**src/rtl/wu_pkg.sv**
```systemverilog
package wu_pkg;
   // Outcome of the edge-pair decode for one snapshot
   typedef enum logic [1:0] {
      WU_PAIR_OK  = 2'd0,
      WU_GAP_BAD  = 2'd1,
      WU_SINGLE   = 2'd2,
      WU_NO_EDGE  = 2'd3
   } wu_class_e;
endpackage

```
**src/rtl/wu_edge_mark.sv**
```systemverilog
module wu_edge_mark #(
   parameter int N = 256
) (
   input  logic [N-1:0] taps,
   output logic [N-1:0] fall,
   output logic [N-1:0] rise
);
   // Bit 0 has no predecessor, so it never marks a boundary
   assign fall[0] = 1'b0;
   assign rise[0] = 1'b0;

   for (genvar i = 1; i < N; i++) begin : g_mark
      assign fall[i] =  taps[i-1] & ~taps[i];
      assign rise[i] = ~taps[i-1] &  taps[i];
   end
endmodule

```
**src/rtl/wu_lsb_enc.sv**
```systemverilog
module wu_lsb_enc #(
   parameter int N  = 256,
   parameter int IW = $clog2(N)
) (
   input  logic [N-1:0]  vec,
   output logic [IW-1:0] idx,
   output logic          found
);
   always_comb begin
      idx   = '0;
      found = 1'b0;
      for (int i = N - 1; i >= 0; i--) begin
         if (vec[i]) begin
            idx   = IW'(i);
            found = 1'b1;
         end
      end
   end
endmodule

```
**src/rtl/wu_merge.sv**
```systemverilog
module wu_merge
   import wu_pkg::*;
#(
   parameter int POS_W   = 8,
   parameter int GAP_MIN = 4,
   parameter int GAP_MAX = 64
) (
   input  logic [POS_W-1:0] p_first,
   input  logic             first_ok,
   input  logic [POS_W-1:0] p_second,
   input  logic             second_ok,
   output logic [POS_W:0]   code,
   output wu_class_e        cls
);
   logic [POS_W-1:0] gap;
   logic             gap_in;

   assign gap    = p_second - p_first;
   assign gap_in = (int'(gap) >= GAP_MIN) && (int'(gap) <= GAP_MAX);

   always_comb begin
      if (!first_ok) begin
         cls  = WU_NO_EDGE;
         code = '0;
      end else if (!second_ok) begin
         cls  = WU_SINGLE;
         code = {p_first, 1'b0};
      end else if (!gap_in) begin
         cls  = WU_GAP_BAD;
         code = {p_first, 1'b0};
      end else begin
         cls  = WU_PAIR_OK;
         code = {1'b0, p_first} + {1'b0, p_second};
      end
   end
endmodule

```
**src/rtl/wu_decoder.sv**
```systemverilog
module wu_decoder
   import wu_pkg::*;
#(
   parameter int TAPS    = 256,
   parameter int GAP_MIN = 4,
   parameter int GAP_MAX = 64
) (
   input  logic                   clk,
   input  logic                   rst,
   input  logic                   in_valid,
   input  logic [TAPS-1:0]        taps,
   output logic                   out_valid,
   output logic [$clog2(TAPS):0]  fine_code,
   output logic                   edge_err
);
   localparam int POS_W  = $clog2(TAPS);
   localparam int CODE_W = POS_W + 1;

   // Elaboration-time parameter checks
   if (TAPS < 4) begin : g_bad_taps
      $error("wu_decoder: TAPS must be at least 4");
   end
   if (GAP_MIN < 1 || GAP_MAX < GAP_MIN) begin : g_bad_window
      $error("wu_decoder: need 1 <= GAP_MIN <= GAP_MAX");
   end
   if (GAP_MAX >= TAPS) begin : g_bad_gapmax
      $error("wu_decoder: GAP_MAX must be below TAPS");
   end

   // Stage 0: capture snapshot
   logic            s0_v;
   logic [TAPS-1:0] s0_taps;

   always_ff @(posedge clk) begin
      if (rst) begin
         s0_v    <= 1'b0;
         s0_taps <= '0;
      end else begin
         s0_v    <= in_valid;
         s0_taps <= taps;
      end
   end

   // Stage 1: boundary marks and first-edge search
   logic [TAPS-1:0]  fall_c, rise_c;
   logic [POS_W-1:0] first_c;
   logic             first_ok_c;

   wu_edge_mark #(.N(TAPS)) mark_i (
      .taps (s0_taps),
      .fall (fall_c),
      .rise (rise_c)
   );

   wu_lsb_enc #(.N(TAPS), .IW(POS_W)) enc_first_i (
      .vec   (fall_c),
      .idx   (first_c),
      .found (first_ok_c)
   );

   logic             s1_v;
   logic [TAPS-1:0]  s1_rise;
   logic [POS_W-1:0] s1_first;
   logic             s1_first_ok;

   always_ff @(posedge clk) begin
      if (rst) begin
         s1_v        <= 1'b0;
         s1_rise     <= '0;
         s1_first    <= '0;
         s1_first_ok <= 1'b0;
      end else begin
         s1_v        <= s0_v;
         s1_rise     <= rise_c;
         s1_first    <= first_c;
         s1_first_ok <= first_ok_c;
      end
   end

   // Stage 2: second-edge search above the first edge
   logic [TAPS-1:0]  above;
   logic [TAPS-1:0]  rise_above;
   logic [POS_W-1:0] second_c;
   logic             second_ok_c;

   for (genvar j = 0; j < TAPS; j++) begin : g_above
      assign above[j] = (j > int'(s1_first));
   end
   assign rise_above = s1_rise & above;

   wu_lsb_enc #(.N(TAPS), .IW(POS_W)) enc_second_i (
      .vec   (rise_above),
      .idx   (second_c),
      .found (second_ok_c)
   );

   logic             s2_v;
   logic [POS_W-1:0] s2_first, s2_second;
   logic             s2_first_ok, s2_second_ok;

   always_ff @(posedge clk) begin
      if (rst) begin
         s2_v         <= 1'b0;
         s2_first     <= '0;
         s2_second    <= '0;
         s2_first_ok  <= 1'b0;
         s2_second_ok <= 1'b0;
      end else begin
         s2_v         <= s1_v;
         s2_first     <= s1_first;
         s2_second    <= second_c;
         s2_first_ok  <= s1_first_ok;
         s2_second_ok <= s1_first_ok & second_ok_c;
      end
   end

   // Stage 3: spacing check and combine
   logic [CODE_W-1:0] code_c;
   wu_class_e         cls_c;

   wu_merge #(.POS_W(POS_W), .GAP_MIN(GAP_MIN), .GAP_MAX(GAP_MAX)) merge_i (
      .p_first   (s2_first),
      .first_ok  (s2_first_ok),
      .p_second  (s2_second),
      .second_ok (s2_second_ok),
      .code      (code_c),
      .cls       (cls_c)
   );

   always_ff @(posedge clk) begin
      if (rst) begin
         out_valid <= 1'b0;
         fine_code <= '0;
         edge_err  <= 1'b0;
      end else begin
         out_valid <= s2_v;
         fine_code <= code_c;
         edge_err  <= s2_v && (cls_c != WU_PAIR_OK);
      end
   end
endmodule

```
**config.mk**
```make
export PLATFORM = sky130hd
export DESIGN_NAME = wu_decoder
export DESIGN_NICKNAME = d
export VERILOG_FILES = /design/src/rtl/wu_pkg.sv /design/src/rtl/wu_edge_mark.sv /design/src/rtl/wu_lsb_enc.sv /design/src/rtl/wu_merge.sv /design/src/rtl/wu_decoder.sv
export SDC_FILE = /design/constraint.sdc
export NUM_CORES = 2
export LEC_CHECK = 0
export BUFFER_PORTS_ARGS = -buffer_cell sky130_fd_sc_hd__buf_2
export CORE_MARGIN = 2
export CORE_UTILIZATION = 59
export DETAILED_ROUTE_END_ITERATION = 6
export PLACE_DENSITY = 0.79
export SYNTH_ARGS = -nofsm -noshare
export SYNTH_HDL_FRONTEND = slang
export SYNTH_SLANG_ARGS = --single-unit
```
**constraint.sdc**
```tcl
create_clock -name clk -period 3.9 [get_ports clk]
set_clock_uncertainty 0.15 [all_clocks]
set_input_delay 0.78 -clock clk [delete_from_list [all_inputs] [get_ports clk]]
set_output_delay 0.78 -clock clk [all_outputs]
set_load 0.005 [all_outputs]
```
=== Word level (Yosys, flattened, before mapping) ===
Index checks and enable logic that the tools add are counted.

* Memories: 0
* Input port bits: 259
* Word-level logic and storage cells: 2106
* Latch bits: 0
* Memory bits (writable): 0
* Register bits after elaboration: 553
* Bits in read-only memories: 0

* Divide/modulo/power cells: 0
* Bitwise gates (word level): 771
* $lt $le $gt $ge: 257
* Reduce and logical (&&, ||, !) cells: 20
* Mux-type cells: 1026
* Equality and inequality tests: 0
* Shift operators: 0
* $mul: 0
* $add $sub $neg: 2

{| class="wikitable"
|+ Operators by type and width
! operator !! number
|-
| 2-to-1 mux 8 bit || 256
|-
| greater-than comparator 8 bit, first input constant || 128
|-
| 2-to-1 mux 7 bit || 128
|-
| 2-to-1 mux 1 bit || 514
|-
| greater-than comparator 7 x 8 -> 1 bit, first input constant || 64
|-
| AND 1 bit || 511
|-
| 2-to-1 mux 6 bit || 64
|-
| inverter 1 bit || 259
|-
| AND 256 bit || 1
|-
| greater-than comparator 6 x 8 -> 1 bit, first input constant || 32
|-
| 2-to-1 mux 5 bit || 32
|-
| OR reduction 129 bit || 1
|-
| greater-than comparator 5 x 8 -> 1 bit, first input constant || 16
|-
| OR reduction 128 bit || 1
|-
| OR reduction 65 bit || 1
|-
| greater-than comparator 4 x 8 -> 1 bit, first input constant || 8
|-
| 2-to-1 mux 4 bit || 16
|-
| OR reduction 64 bit || 1
|-
| OR reduction 33 bit || 1
|-
| greater-than comparator 3 x 8 -> 1 bit, first input constant || 4
|-
| OR reduction 32 bit || 1
|-
| 2-to-1 mux 3 bit || 8
|-
| 2-to-1 mux 9 bit || 2
|-
| OR reduction 17 bit || 1
|-
| other kinds (16) || 26
|}

=== Depth between registers and ports, before layout ===
* Word-level depth: 259
* Mapped depth: 16
* Gate-level depth less buffers: 15

=== Hierarchy ===
Synthesis repeated with hierarchy kept, for this count alone.

* Cells, all modules: 3658
* Area, all modules: 31230.0 µm²

{| class="wikitable"
|+ Modules (own cells, without submodules)
! module !! times used !! area each (µm²) !! cells each !! seq. area each (µm²)
|-
| wu_decoder || 1 || 18878.1 || 1809 || 11050.6
|-
| wu_lsb_enc || 2 || 3483.3 || 606 || 0.0
|-
| wu_edge_mark || 1 || 4478.0 || 513 || 0.0
|-
| wu_merge || 1 || 907.1 || 124 || 0.0
|}

=== Worst setup path after synthesis ===
OpenSTA, ideal clock, no wires.

* Path type: reg2reg
* Start: register s1_first[0]
* End: register s2_second[4]
* Path slack: 0.998 ns
* Path buffers: 1
* Cell stages (with the launch flop): 14
* Library setup time: 0.128 ns
* Data arrival time: 2.624 ns
* Data required time: 3.622 ns
* Period minus slack after synthesis: 2.902 ns
* Cell sequence: dfxtp_1 -> buf_4 -> and2b_1 -> nand2_2 -> o31a_1 -> o21ai_1 -> nand2_1 -> or3_4 -> o211ai_2 -> a31oi_1 -> o41ai_2 -> a31oi_1 -> o311ai_1 -> a21oi_1

* Word-level cells in the longest chain between the ends: 242
* Elaborated cells on any way between the ends: 497

{| class="wikitable"
|+ Ends and longest elaborated chain
! item !! RTL line !! text
|-
| start, declared || wu_decoder.sv:63 || <nowiki>logic [POS_W-1:0] s1_first;</nowiki>
|-
| start signal, assigned || wu_decoder.sv:75 || <nowiki>s1_first <= first_c;</nowiki>
|-
| greater-than comparator 8 bit || wu_decoder.sv:87 || <nowiki>assign above[j] = (j > int'(s1_first));</nowiki>
|-
| AND 256 bit (*) || wu_decoder.sv:89 || <nowiki>assign rise_above = s1_rise & above;</nowiki>
|-
| 2-to-1 mux 8 bit (128 in series) || wu_lsb_enc.sv:13 || <nowiki>if (vec[i]) begin</nowiki>
|-
| 2-to-1 mux 7 bit (64 in series) || wu_lsb_enc.sv:13 ||
|-
| 2-to-1 mux 6 bit (32 in series) || wu_lsb_enc.sv:13 ||
|-
| 2-to-1 mux 5 bit (16 in series) || wu_lsb_enc.sv:13 ||
|-
| end signal, assigned || wu_decoder.sv:111 || <nowiki>s2_second <= second_c;</nowiki>
|-
| end, declared || wu_decoder.sv:98 || <nowiki>logic [POS_W-1:0] s2_first, s2_second;</nowiki>
|}

Mark *: on every way between the ends. The rest lies on a longest branch, timed or not.
A chain may end at the register's enable or synchronous reset.

=== Final worst setup path ===
* Start: register s1_first[4]
* End: register s2_second[0]

* Word-level cells in the longest chain between the ends: 257
* Elaborated cells on any way between the ends: 511

{| class="wikitable"
|+ Ends and longest elaborated chain
! item !! RTL line
|-
| greater-than comparator 8 bit || wu_decoder.sv:87
|-
| AND 256 bit (*) || wu_decoder.sv:89
|-
| 2-to-1 mux 8 bit (128 in series) || wu_lsb_enc.sv:13
|-
| 2-to-1 mux 7 bit (64 in series) || wu_lsb_enc.sv:13
|-
| 2-to-1 mux 6 bit (32 in series) || wu_lsb_enc.sv:13
|-
| 2-to-1 mux 5 bit (16 in series) || wu_lsb_enc.sv:13
|-
| 2-to-1 mux 4 bit (8 in series) || wu_lsb_enc.sv:13
|-
| 2-to-1 mux 3 bit (4 in series) || wu_lsb_enc.sv:13
|-
| 2-to-1 mux 2 bit (2 in series) || wu_lsb_enc.sv:13
|-
| 2-to-1 mux 1 bit (*) || wu_lsb_enc.sv:13
|}

Marked as above.

==> out/results.txt <==
placed cells = 4639
worst skew pair latency = 0.62 ns
worst reg-to-reg path cell count = 13
final instance area = 33980 sq um
clock sinks = 552
Mapped Area = 27770 sq um
WP data required = 4.26 ns
Initial Util = 59.65%
max-slew violations = 0
minimum clock period = 3.943 ns
Final setup viols = 1
status = complete, but fails checks
synth warn = 0
Sequential Area = 11060 sq um
hold wc startpoint = taps[108]
Cells after Synth = 3539
synthesis-stage register bit count = 552
slack of the critical path = -0.04297 ns
Final Power = 14.04 mW
largest cells by area after synthesis = dfxtp_1 (40%), nor2b_1 (7.4%), nand2_1 (5.6%)
path type of the worst min-delay path = in2reg
die area = 48820 sq um
Layout Cells excl Fill = 4741
reg2reg start = s1_first[4]
H-tree Lvls = 2
fin nets = 4364
Fillers = 3624
Slew HR = 36.99%
Iter 0 DRT Violations = 3687
Clock transition at path regs = 0.07 ns
Core Util, Final = 73.00%
TritonCTS Buffers = 54
setup_tns = -0.04297 ns
Yosys top cell area share = 39.79%
CTS tree = yes
asr flop ratio synth = 0%
delay-heaviest family, CP = simple AND/OR/NAND/NOR gates
Startpoint Class = flip-flop
Top FF cell, synth = dfxtp_1
Fin Hold WS = 0.2168 ns
row count = 79
cell mode on critical path = nor4_1
number of flops mapped to enable cells by yosys = 0
Worst Setup Path Type = reg2reg
Clk Tree Root Cell = clkbuf_16
Hold Path Depth = 2
crit path capture type = flip-flop
Leak = 14.01 nW
top-count cell post-synth = dfxtp_1
number of global-route vias before repair = 28186
DRC = 17
Yosys cell types = 98
I/O pins = 270
Post-Route WL = 104900 microns
Antenna Violating Nets Remaining = 0
VDD IR max = 0.6672 mV
DP HPWL = 81200 microns
crit-path max cell delay = 0.49 ns
crit path max fanout = 24
RePlAce Congestion = 1.083
share of cells above drive strength 1 = 19.09%
Hold Buf Count CTS = 0
PortBufs = 269
Setup Slack @ Placement = -0.6689 ns
Worst path depth = 13
Synth Net Count = 3815
final count of hold timing violations = 0
f_max = 253.6 MHz
vias = 29701
placed inst area = 32040 sq um
Worst setup startpoint = s1_first[4]
violated checks = design-rule violations, negative setup slack
max_cap viols = 0
area delta synth->final = 22.36%
mean number of vias per cell = 6.265
average size of a mapped cell = 7.848 sq um
largest net degree at the start of global routing = 188
Cell Pwr Density = 413.2 nW/um^2
initial antenna violation count = 6
Slew @ Worst Pin = 0.9380 ns
worst-path cell with the longest stage delay = nor4_1
Synth top cells by count = dfxtp_1 (552), nand2_1 (412), nor2b_1 (327)
GRT Residual Overflow = 0
Pre-Repair DR Iteration Count = 7
Total GRT Usage = 41.42%
die height = 221.0 microns
sequential share of the synthesized area = 39.79%
Core Area = 46560 sq um
Die X = 221.0 microns
CTS max path bufs = 3
Avg WL per Cell = 22.13 microns
Multi-input gate area = 15490 sq um
crit-path cells = buf_12, and2_1, nand2_1, o2111a_1, nor2b_1, a21oi_1, nor2_1, nor4_1, nand4_1, nor4_1, buf_4, a211oi_4, o31ai_1
Arrival @ worst endpoint = 4.31 ns
global-route wire length before repair = 158600 microns
cell taking the most area after synthesis = dfxtp_1
WP buf/inv = 2
crit share post-route = 101.1%
kinds of logic after synthesis:
logic type      count (synthesis)  synth area share [%]
flops                         552                 39.79
simple gates                 1688                 31.87
buf+inv                       319                 4.775
fa+ha+maj                      17                0.8199
xor+xnor                       12                0.3784
compound gates                951                 22.36
what timing repair did:
action	in CTS	in global routing
gates resized for setup	12	26
cloned	0	0
hold endpoints to repair	0	0
setup endpoints to repair	3	8
buffers inserted	0	0
pin swaps	1	1
worst paths after layout:
path	end	slack [ns]
min reg2reg	edge_err	0.29
max	s2_second[0]	-0.04
min	s0_taps[108]	0.22
max reg2reg	s2_second[0]	-0.04
layer usage:
metal  part of all wire, %  GRT usage [%]
met5                 0.048              0
met2                    44          66.39
met3                    10          9.295
met1                    39          51.75
met4                   6.3          22.75
layout by cell type (no fill, tap or decap), types with 21 or more instances in the layout:
cell and count:
a21o_1 21, o21ai_0 261, and3_1 23, nand2b_1 70, nand2_1 412, nor3b_1 139
nor4_1 35, nor2_1 241, buf_2 268, inv_1 180, o21a_1 33, o2111ai_1 26
a211oi_1 33, a31oi_1 42, buf_4 351, dfxtp_1 547, o211ai_1 46, a21oi_1 195
nand3_1 124, nor3_1 174, clkbuf_16 57, o21ai_1 26, nand4_1 36, and2_1 33
nor2b_1 325
report_power, final:
| part | internal [mW] | switching [mW] |
|---|---|---|
| combinational | 1.06 | 1.44 |
| sequential | 5.91 | 0.294 |
| clock | 3.14 | 2.21 |
registers in the layout, summed over array words and instances (netlist names):
register and count:
s0_v 1, s1_rise 255, s0_taps 256, s1_first 8, s2_first_ok 1, fine_code 9
s1_v 1, s2_first 8, s2_v 1, out_valid 1, s2_second 8, edge_err 1
s1_first_ok 1, s2_second_ok 1
cell type report:
cell class                 instances  share of cell area, %
tap                              607                  2.235
inverter                         183                  2.021
sequential                       552                  32.55
clock buffer                      80                  4.657
antenna                            2                0.01473
multi-input combinational       2668                  45.59
timing repair buffer             629                  12.22
clock inverter                    20                 0.7069
worst reg2reg max path, stage by stage, from the launching register on:
cell      delay, ns
dfxtp_1        0.43
buf_12         0.22
and2_1         0.44
nand2_1        0.28
o2111a_1       0.31
nor2b_1        0.13
a21oi_1        0.13
nor2_1         0.05
nor4_1         0.49
nand4_1        0.24
nor4_1         0.43
buf_4          0.19
a211oi_4       0.09
o31ai_1        0.25
Note: power is estimated with default switching activity, not from simulation.
